===== src/rtl/dds_pkg.sv =====
package dds_pkg;
  typedef enum logic [1:0] {
    RGN_NONE = 2'd0,
    RGN_BOOT = 2'd1,
    RGN_BUF  = 2'd2,
    RGN_REG  = 2'd3
  } region_e;
endpackage


===== src/rtl/dds_decode.sv =====
module dds_decode #(
  parameter int AW        = 16,
  parameter int BOOT_LAST = 'h01FF,
  parameter int BUF_LAST  = 'h7FFF,
  parameter int REG_FIRST = 'hF000
) (
  input  logic [AW-1:0]     addr,
  output dds_pkg::region_e  region
);
  localparam logic [AW-1:0] BootLast = AW'(BOOT_LAST);
  localparam logic [AW-1:0] BufLast  = AW'(BUF_LAST);
  localparam logic [AW-1:0] RegFirst = AW'(REG_FIRST);

  always_comb begin
    if (addr <= BootLast)      region = dds_pkg::RGN_BOOT;
    else if (addr <= BufLast)  region = dds_pkg::RGN_BUF;
    else if (addr >= RegFirst) region = dds_pkg::RGN_REG;
    else                       region = dds_pkg::RGN_NONE;
  end
endmodule


===== src/rtl/dds_group.sv =====
module dds_group #(
  parameter int AW      = 16,
  parameter int DW      = 16,
  parameter int SEL_OFF = 'hF101,
  parameter int SEL_BIT = 15
) (
  input  logic              clk,
  input  logic              rst_n,
  input  logic              go,
  input  logic              we,
  input  dds_pkg::region_e  region,
  input  logic [AW-1:0]     addr,
  input  logic [DW-1:0]     wdata,
  output logic [1:0]        die_we,
  output logic [1:0]        die_re
);
  localparam logic [AW-1:0] SelOff = AW'(SEL_OFF);

  logic bank_q;
  logic [1:0] bank_oh;

  assign bank_oh = bank_q ? 2'b10 : 2'b01;

  always_ff @(posedge clk or negedge rst_n) begin
    if (!rst_n) bank_q <= 1'b0;
    else if (go && we && region == dds_pkg::RGN_REG && addr == SelOff)
      bank_q <= wdata[SEL_BIT];
  end

  always_comb begin
    die_we = 2'b00;
    die_re = 2'b00;
    if (go) begin
      unique case (region)
        dds_pkg::RGN_BOOT: if (we) die_we = 2'b01; else die_re = 2'b01;
        dds_pkg::RGN_BUF:  if (we) die_we = bank_oh; else die_re = bank_oh;
        dds_pkg::RGN_REG:  if (we) die_we = 2'b11; else die_re = bank_oh;
        default: ;
      endcase
    end
  end
endmodule


===== src/rtl/dds_resp.sv =====
module dds_resp #(
  parameter int NDIE = 4,
  parameter int DW   = 16
) (
  input  logic               clk,
  input  logic               rst_n,
  input  logic               rd_ok,
  input  logic               conflict_acc,
  input  logic [NDIE-1:0]    die_re,
  input  logic [NDIE*DW-1:0] die_rdata,
  output logic               host_rvalid,
  output logic [DW-1:0]      host_rdata,
  output logic               host_err
);
  localparam int IW = (NDIE > 1) ? $clog2(NDIE) : 1;

  logic [IW-1:0] idx_d, idx_q;
  logic          hit_q;

  always_comb begin
    idx_d = '0;
    for (int i = 0; i < NDIE; i++)
      if (die_re[i]) idx_d = IW'(i);
  end

  always_ff @(posedge clk or negedge rst_n) begin
    if (!rst_n) begin
      host_rvalid <= 1'b0;
      host_err    <= 1'b0;
      hit_q       <= 1'b0;
      idx_q       <= '0;
    end else begin
      host_rvalid <= rd_ok;
      host_err    <= conflict_acc;
      hit_q       <= |die_re;
      idx_q       <= idx_d;
    end
  end

  assign host_rdata = (host_rvalid && hit_q) ? die_rdata[idx_q*DW +: DW] : '0;
endmodule


===== src/rtl/dual_die_steer.sv =====
module dual_die_steer #(
  parameter int NGRP      = 2,
  parameter int AW        = 16,
  parameter int DW        = 16,
  parameter int BOOT_LAST = 'h01FF,
  parameter int BUF_LAST  = 'h7FFF,
  parameter int REG_FIRST = 'hF000,
  parameter int SEL_OFF   = 'hF101,
  parameter int SEL_BIT   = 15
) (
  input  logic                   clk,
  input  logic                   rst_n,
  input  logic [NGRP-1:0]        host_sel_n,
  input  logic                   host_valid,
  input  logic                   host_we,
  input  logic [AW-1:0]          host_addr,
  input  logic [DW-1:0]          host_wdata,
  output logic                   host_rvalid,
  output logic [DW-1:0]          host_rdata,
  output logic                   host_err,
  output logic [AW-1:0]          die_addr,
  output logic [DW-1:0]          die_wdata,
  output logic [2*NGRP-1:0]      die_we,
  output logic [2*NGRP-1:0]      die_re,
  input  logic [2*NGRP*DW-1:0]   die_rdata
);
  localparam int NDIE = 2 * NGRP;
  localparam int CW   = $clog2(NGRP + 1);

  dds_pkg::region_e region;
  logic [CW-1:0]    n_active;
  logic             single, conflict;

  dds_decode #(.AW(AW), .BOOT_LAST(BOOT_LAST), .BUF_LAST(BUF_LAST),
               .REG_FIRST(REG_FIRST)) u_decode (
    .addr(host_addr), .region(region));

  always_comb begin
    n_active = '0;
    for (int g = 0; g < NGRP; g++) n_active = n_active + CW'(!host_sel_n[g]);
  end

  assign single   = (n_active == CW'(1));
  assign conflict = (n_active > CW'(1));

  genvar g;
  generate
    for (g = 0; g < NGRP; g++) begin : g_grp
      dds_group #(.AW(AW), .DW(DW), .SEL_OFF(SEL_OFF), .SEL_BIT(SEL_BIT)) u_grp (
        .clk(clk), .rst_n(rst_n),
        .go(host_valid && single && !host_sel_n[g]),
        .we(host_we), .region(region), .addr(host_addr), .wdata(host_wdata),
        .die_we(die_we[2*g +: 2]), .die_re(die_re[2*g +: 2]));
    end
  endgenerate

  assign die_addr  = host_addr;
  assign die_wdata = host_wdata;

  dds_resp #(.NDIE(NDIE), .DW(DW)) u_resp (
    .clk(clk), .rst_n(rst_n),
    .rd_ok(host_valid && !host_we && single),
    .conflict_acc(host_valid && conflict),
    .die_re(die_re), .die_rdata(die_rdata),
    .host_rvalid(host_rvalid), .host_rdata(host_rdata), .host_err(host_err));
endmodule


===== config.mk =====
export PLATFORM = sky130hd
export DESIGN_NAME = dual_die_steer
export DESIGN_NICKNAME = d
export VERILOG_FILES = /design/src/rtl/dds_pkg.sv /design/src/rtl/dds_decode.sv /design/src/rtl/dds_group.sv /design/src/rtl/dds_resp.sv /design/src/rtl/dual_die_steer.sv
export SDC_FILE = /design/constraint.sdc
export NUM_CORES = 1
export LEC_CHECK = 0
export ABC_AREA = 1
export BUFFER_PORTS_ARGS = -buffer_cell sky130_fd_sc_hd__buf_4
export CAP_MARGIN = 15
export CORE_MARGIN = 5
export CORE_UTILIZATION = 37
export CTS_CLUSTER_DIAMETER = 80
export DETAILED_ROUTE_END_ITERATION = 8
export PLACE_DENSITY = 0.95
export SETUP_SLACK_MARGIN = 0.05
export SLEW_MARGIN = 20
export SYNTH_ARGS = -nofsm -noshare
export SYNTH_HDL_FRONTEND = slang
export SYNTH_SLANG_ARGS = --single-unit

===== constraint.sdc =====
create_clock -name clk -period 2.4 [get_ports clk]
set_clock_uncertainty 0.1 [all_clocks]
set_input_delay 0.24 -clock clk [delete_from_list [all_inputs] [get_ports clk]]
set_output_delay 0.24 -clock clk [all_outputs]
set_load 0.02 [all_outputs]

### Word-level counts from Yosys, hierarchy flattened

Cells that the tools add are included.

| cells by class | value |
|---|---|
| add/sub/neg operators | 1 |
| multiply operators | 0 |
| divide/modulo/power cells | 0 |
| magnitude comparators | 4 |
| eq/ne operators | 5 |
| shift-type cells | 1 |
| multiplexer cells | 24 |
| bitwise operators | 0 |
| reduce and logical (&&, ||, !) cells | 18 |

Operators with widths:

| operator | count |
|---|---|
| 64-bit by 7-bit indexed part select with 16-bit output | 1 |
| 2-bit two-way mux | 16 |
| 16-bit equality test (second input constant) | 1 |
| 16-bit greater-or-equal comparator (second input constant) | 1 |
| 16-bit by 15-bit <= comparator with 1-bit output (second input constant) | 1 |
| 16-bit by 9-bit <= comparator with 1-bit output (second input constant) | 1 |
| 16-bit two-way mux | 1 |
| 1-bit logical AND | 13 |
| 2-bit one-hot mux with 3 select lines | 2 |
| 2-bit one-hot mux with 2 select lines | 2 |
| 2-bit by 1-bit equality test with 1-bit output (second input constant) | 2 |
| 2-bit equality test (second input constant) | 2 |
| 4-bit OR reduction | 1 |
| 1-bit logical NOT | 3 |
| 1-bit two-way mux | 3 |
| 1-bit by 1-bit adder with 2-bit output | 1 |
| 2-bit by 1-bit > comparator with 1-bit output (second input constant) | 1 |
| 2-bit OR reduction | 1 |

| word-level totals | value |
|---|---|
| register bits | 7 |
| latch bits | 0 |
| RAM bits | 0 |
| ROM bits | 0 |
| input port bits | 102 |
| output and inout port bits | 58 |
| word-level logic and storage cells | 59 |
| memories | 0 |

### Logic depth before layout (Yosys ltp)

| logic depth | value |
|---|---|
| word-level depth | 11 |
| depth in mapped cells | 9 |
| gate-level depth less buffers | 9 |

### Modules after synthesis

Synthesis repeated with hierarchy kept, for this count alone.

| second synthesis, totals | value |
|---|---|
| cells, all modules | 326 |
| area total of the unflattened synthesis | 1,687.9 um2 |

Modules (own cells, without submodules):

| module | instances | cells each | area an instance (um2) | seq. area each (um2) |
|---|---|---|---|---|
| dds_resp | 1 | 201 | 970.9 | 125.1 |
| dds_group | 2 | 35 | 186.4 | 25.0 |
| dual_die_steer | 1 | 41 | 285.3 | 0.0 |
| dds_decode | 1 | 14 | 58.8 | 0.0 |

### Worst setup path after synthesis

OpenSTA, ideal clock, no wires.

| timing | value |
|---|---|
| path type | input to output |
| start point | input port host_sel_n[1] |
| end point | output port die_re[0] |
| arrival | 1.243 ns |
| data required time | 2.060 ns |
| slack | 0.817 ns |
| stages | 6 |
| buffers on the path | 0 |
| cell sequence | inv_1 > ha_1 > nand2_1 > nor2_1 > nand3_1 > a21oi_1 |

| between the ends | value |
|---|---|
| cells in the longest elaborated chain, start to end | 6 |

RTL lines:

| what | RTL line | RTL |
|---|---|---|
| from (decl) | dual_die_steer.sv:13 | `input logic [NGRP-1:0] host_sel_n,` |
| 1-bit logical NOT | dual_die_steer.sv:40 | `for (int g = 0; g < NGRP; g++) n_active = n_active + CW'(!host_sel_n[g]);` |
| 1-bit by 1-bit adder with 2-bit output | dual_die_steer.sv:40 |  |
| 2-bit by 1-bit equality test with 1-bit output | dual_die_steer.sv:43 | `assign single = (n_active == CW'(1));` |
| 1-bit logical AND (2 in series) | dual_die_steer.sv:51 | `.go(host_valid && single && !host_sel_n[g]),` |
| 2-bit two-way mux | dds_group.sv:33 | `if (go) begin` |
| to (decl) | dual_die_steer.sv:24 | `output logic [2*NGRP-1:0] die_re,` |

Every way passes these cells.

### Worst setup path after layout

| timing | value |
|---|---|
| start point | register u_resp.idx_q[0] |
| end point | output port host_rdata[4] |

| between the ends | value |
|---|---|
| cells in the longest elaborated chain, start to end | 2 |

RTL lines:

| what | RTL line | RTL |
|---|---|---|
| from (decl) | dds_resp.sv:17 | `logic [IW-1:0] idx_d, idx_q;` |
| from (signal assigned) | dds_resp.sv:36 | `idx_q <= idx_d;` |
| 64-bit by 7-bit indexed part select with 16-bit output | dds_resp.sv:40 | `assign host_rdata = (host_rvalid && hit_q) ? die_rdata[idx_q*DW +: DW] : '0;` |
| 16-bit two-way mux | dds_resp.sv:40 |  |
| to (decl) | dual_die_steer.sv:19 | `output logic [DW-1:0] host_rdata,` |

Every way passes these cells.

==> results.cfg <==
[setup_path]
required_ps = 2060
critPathMaxFanout = 24
critPathSlowestCell = dfrtp_1
cp-end-kind = output port
crit_buf_inv = 3
critPathMostFrequentCell = buf_4
path_cells = inv_1 > buf_4 > o21ai_0 > a21oi_1 > buf_4
crit_path_start_kind = flop
cpPeakStageDelay_ps = 370
critPathKind = reg2out
cp_top_family = buffers and inverters
crit_arrival_ps = 1550

[run]
max_cap_violations = 0

[sta]
min_period_ps = 1890
setup_viol = 0
tightest_slew_ps = 556
fin_setup_tns_ps = 0
slew_headroom_pct = 62.8
fin_hold_ws_ps = 127
rsz0062_at_grt = no
timing.final.hold_violations = 0
period_share_pct = 78.6
maxSlewViolCount = 0
max_freq_mhz = 530
fin_ws_ps = 513

[final_layout]
drive_gt1_share_pct = 39.2
post-route-cell-area_mm2 = 0.00219
final_common_cell = buf_4
area_growth_pct = 58.6
layout.nets = 461
finalNonFillerCells = 405
final_cell_mix = 132 x buf_4, 94 x nor2_1, 34 x o21ai_0, 28 x nand2_1, 23 x inv_1
antenna_cells = 0

[clock_network]
cts-buffers-inserted = 3
holdBufCountCts = 1
cts_buffer_depth = 2
cts_root_buf = clkbuf_8
cts_tree = built
htreeDepth = 1
numClockSinks = 7
clk_pin_slew_worst_paths_ps = 40
clock_latency_ps = 230
cts_resized = 0
post_cts_buffers = 0

[routing]
drc = 0
vias = 1927
antenna_left = 0
viasPerCell = 4.76
wl_per_cell_um = 12.7
routed_wl_mm = 5.14
dr.pass1.iters = 4
drtIter0Drc = 108

[logic_synthesis]
syn_inst = 263
synth_cell_types = 19
yosysWarnings = 0
avgSynthCellArea_um2 = 5.26
syn_nets = 366
ys_seq_area_share_pct = 12.7
synth_area_mm2 = 0.00138
yosys_register_bits = 7

[global_routing]
overflow = 0
antenna_found_initial = 0
grt_start_max_net_pins = 33
grt_pass1_wl_mm = 7.79
grt_usage_pct = 18.8
grt_pass1_vias = 1819

[power]
power_density_mw_per_mm2 = 240
ir_drop_mv = 0.210
power_leakage_nw = 1.25

[floorplan]
die_w_um = 71.1
ios = 160
core_area_mm2 = 0.00363
dieArea_mm2 = 0.00506
start_util_pct = 38.1
fp.dieH_um = 71.1
rows = 22

[placement]
place_congestion = 0.870
dp_slack_ps = 654
placed_cells = 400
port_buffers = 129
dpl_cell_area_mm2 = 0.00214
dpl.hpwl_mm = 4.20

[hold_path]
hold_path_class = in2reg

[outcome]
status = completed
metrics by stage:
step / util, % / total power (W)
2_1_floorplan: - / 0.000264
3_5_place_dp: 58.8 / 0.000360
3_3_place_gp: 58.8 / 0.000356
4_1_cts: 60.4 / 0.000533
5_1_grt: 60.4 / 0.000559
6_report: 60.4 / 0.000527
area by class of cell:
type / instances / area [µm²]
fill: 362 / 1440
timing repair buffer: 133 / 1000
multi-input combinational: 190 / 826
sequential: 7 / 175
inverter: 23 / 86.3
tap: 48 / 60.1
clock buffer: 4 / 45.0
layer usage:
layer  vias to the layer above  track usage (%)  wire length [µm]
met4                         0             6.05                43
li1                        982                -                 -
met5                         -                0                 0
met2                       106             33.9              2510
met1                       835             20.3              1910
met3                         4             6.96               678
cells in the mapped netlist:
master    instances  area, µm²
dfrtp_1           7        175
nor2_1           94        353
nor2_4            1       11.3
a21oi_2           1       8.76
and2_2            1       7.51
o21ai_0          34        170
ha_1              1       12.5
nand3_1           7       35.0
clkbuf_1          2       7.51
nor3_1            1       5.00
a21oi_1          17       85.1
buf_2             5       25.0
nand2_2           2       12.5
buf_4            33        248
clkbuf_2          3       15.0
nand4_1           2       12.5
inv_1            23       86.3
o21bai_1          1       7.51
nand2_1          28        105
kinds of logic after synthesis:
group | share of synthesized area [%]
simple gates | 39.2
buf+inv | 27.6
compound gates | 19.6
flops | 12.7
fa+ha+maj | 0.905
final timing paths:
kind                                    endpoint  slack [ps]  cells past startpoint             startpoint
setup / recovery                   host_rdata[4]         510                      5        u_resp.idx_q[0]
hold / removal                   u_resp.host_err         130                      3             host_valid
setup reg to reg                 u_resp.idx_q[0]        1390                      4  g_grp[0].u_grp.bank_q
hold reg to reg            g_grp[0].u_grp.bank_q         490                      2  g_grp[0].u_grp.bank_q
max in group asynchronous        u_resp.host_err        1820                      2                  rst_n
min in group asynchronous        u_resp.idx_q[1]         260                      2                  rst_n
registers in the layout, indices dropped and copies added, names as in the netlist:
signal              flops
u_resp.idx_q            2
g_grp.u_grp.bank_q      2
u_resp.hit_q            1
u_resp.host_rvalid      1
u_resp.host_err         1
worst register-to-register path: cells and delay by family (launching register included):
kind / cells / cell delay (ps)
AOI/OAI and AO/OA: 1 / 100
DFF: 1 / 420
and+or+nand+nor: 3 / 330
where the power goes:
part / switching [W] / total, W / internal (W) / leakage [nW]
registers: 0.000000853 / 0.000122 / 0.000121 / 0.0964
logic: 0.000103 / 0.000239 / 0.000136 / 1.13
clock network: 0.0000510 / 0.000166 / 0.000115 / 0.0228
total: 0.000154 / 0.000527 / 0.000372 / 1.25
Note: power is estimated with default switching activity, not from simulation.
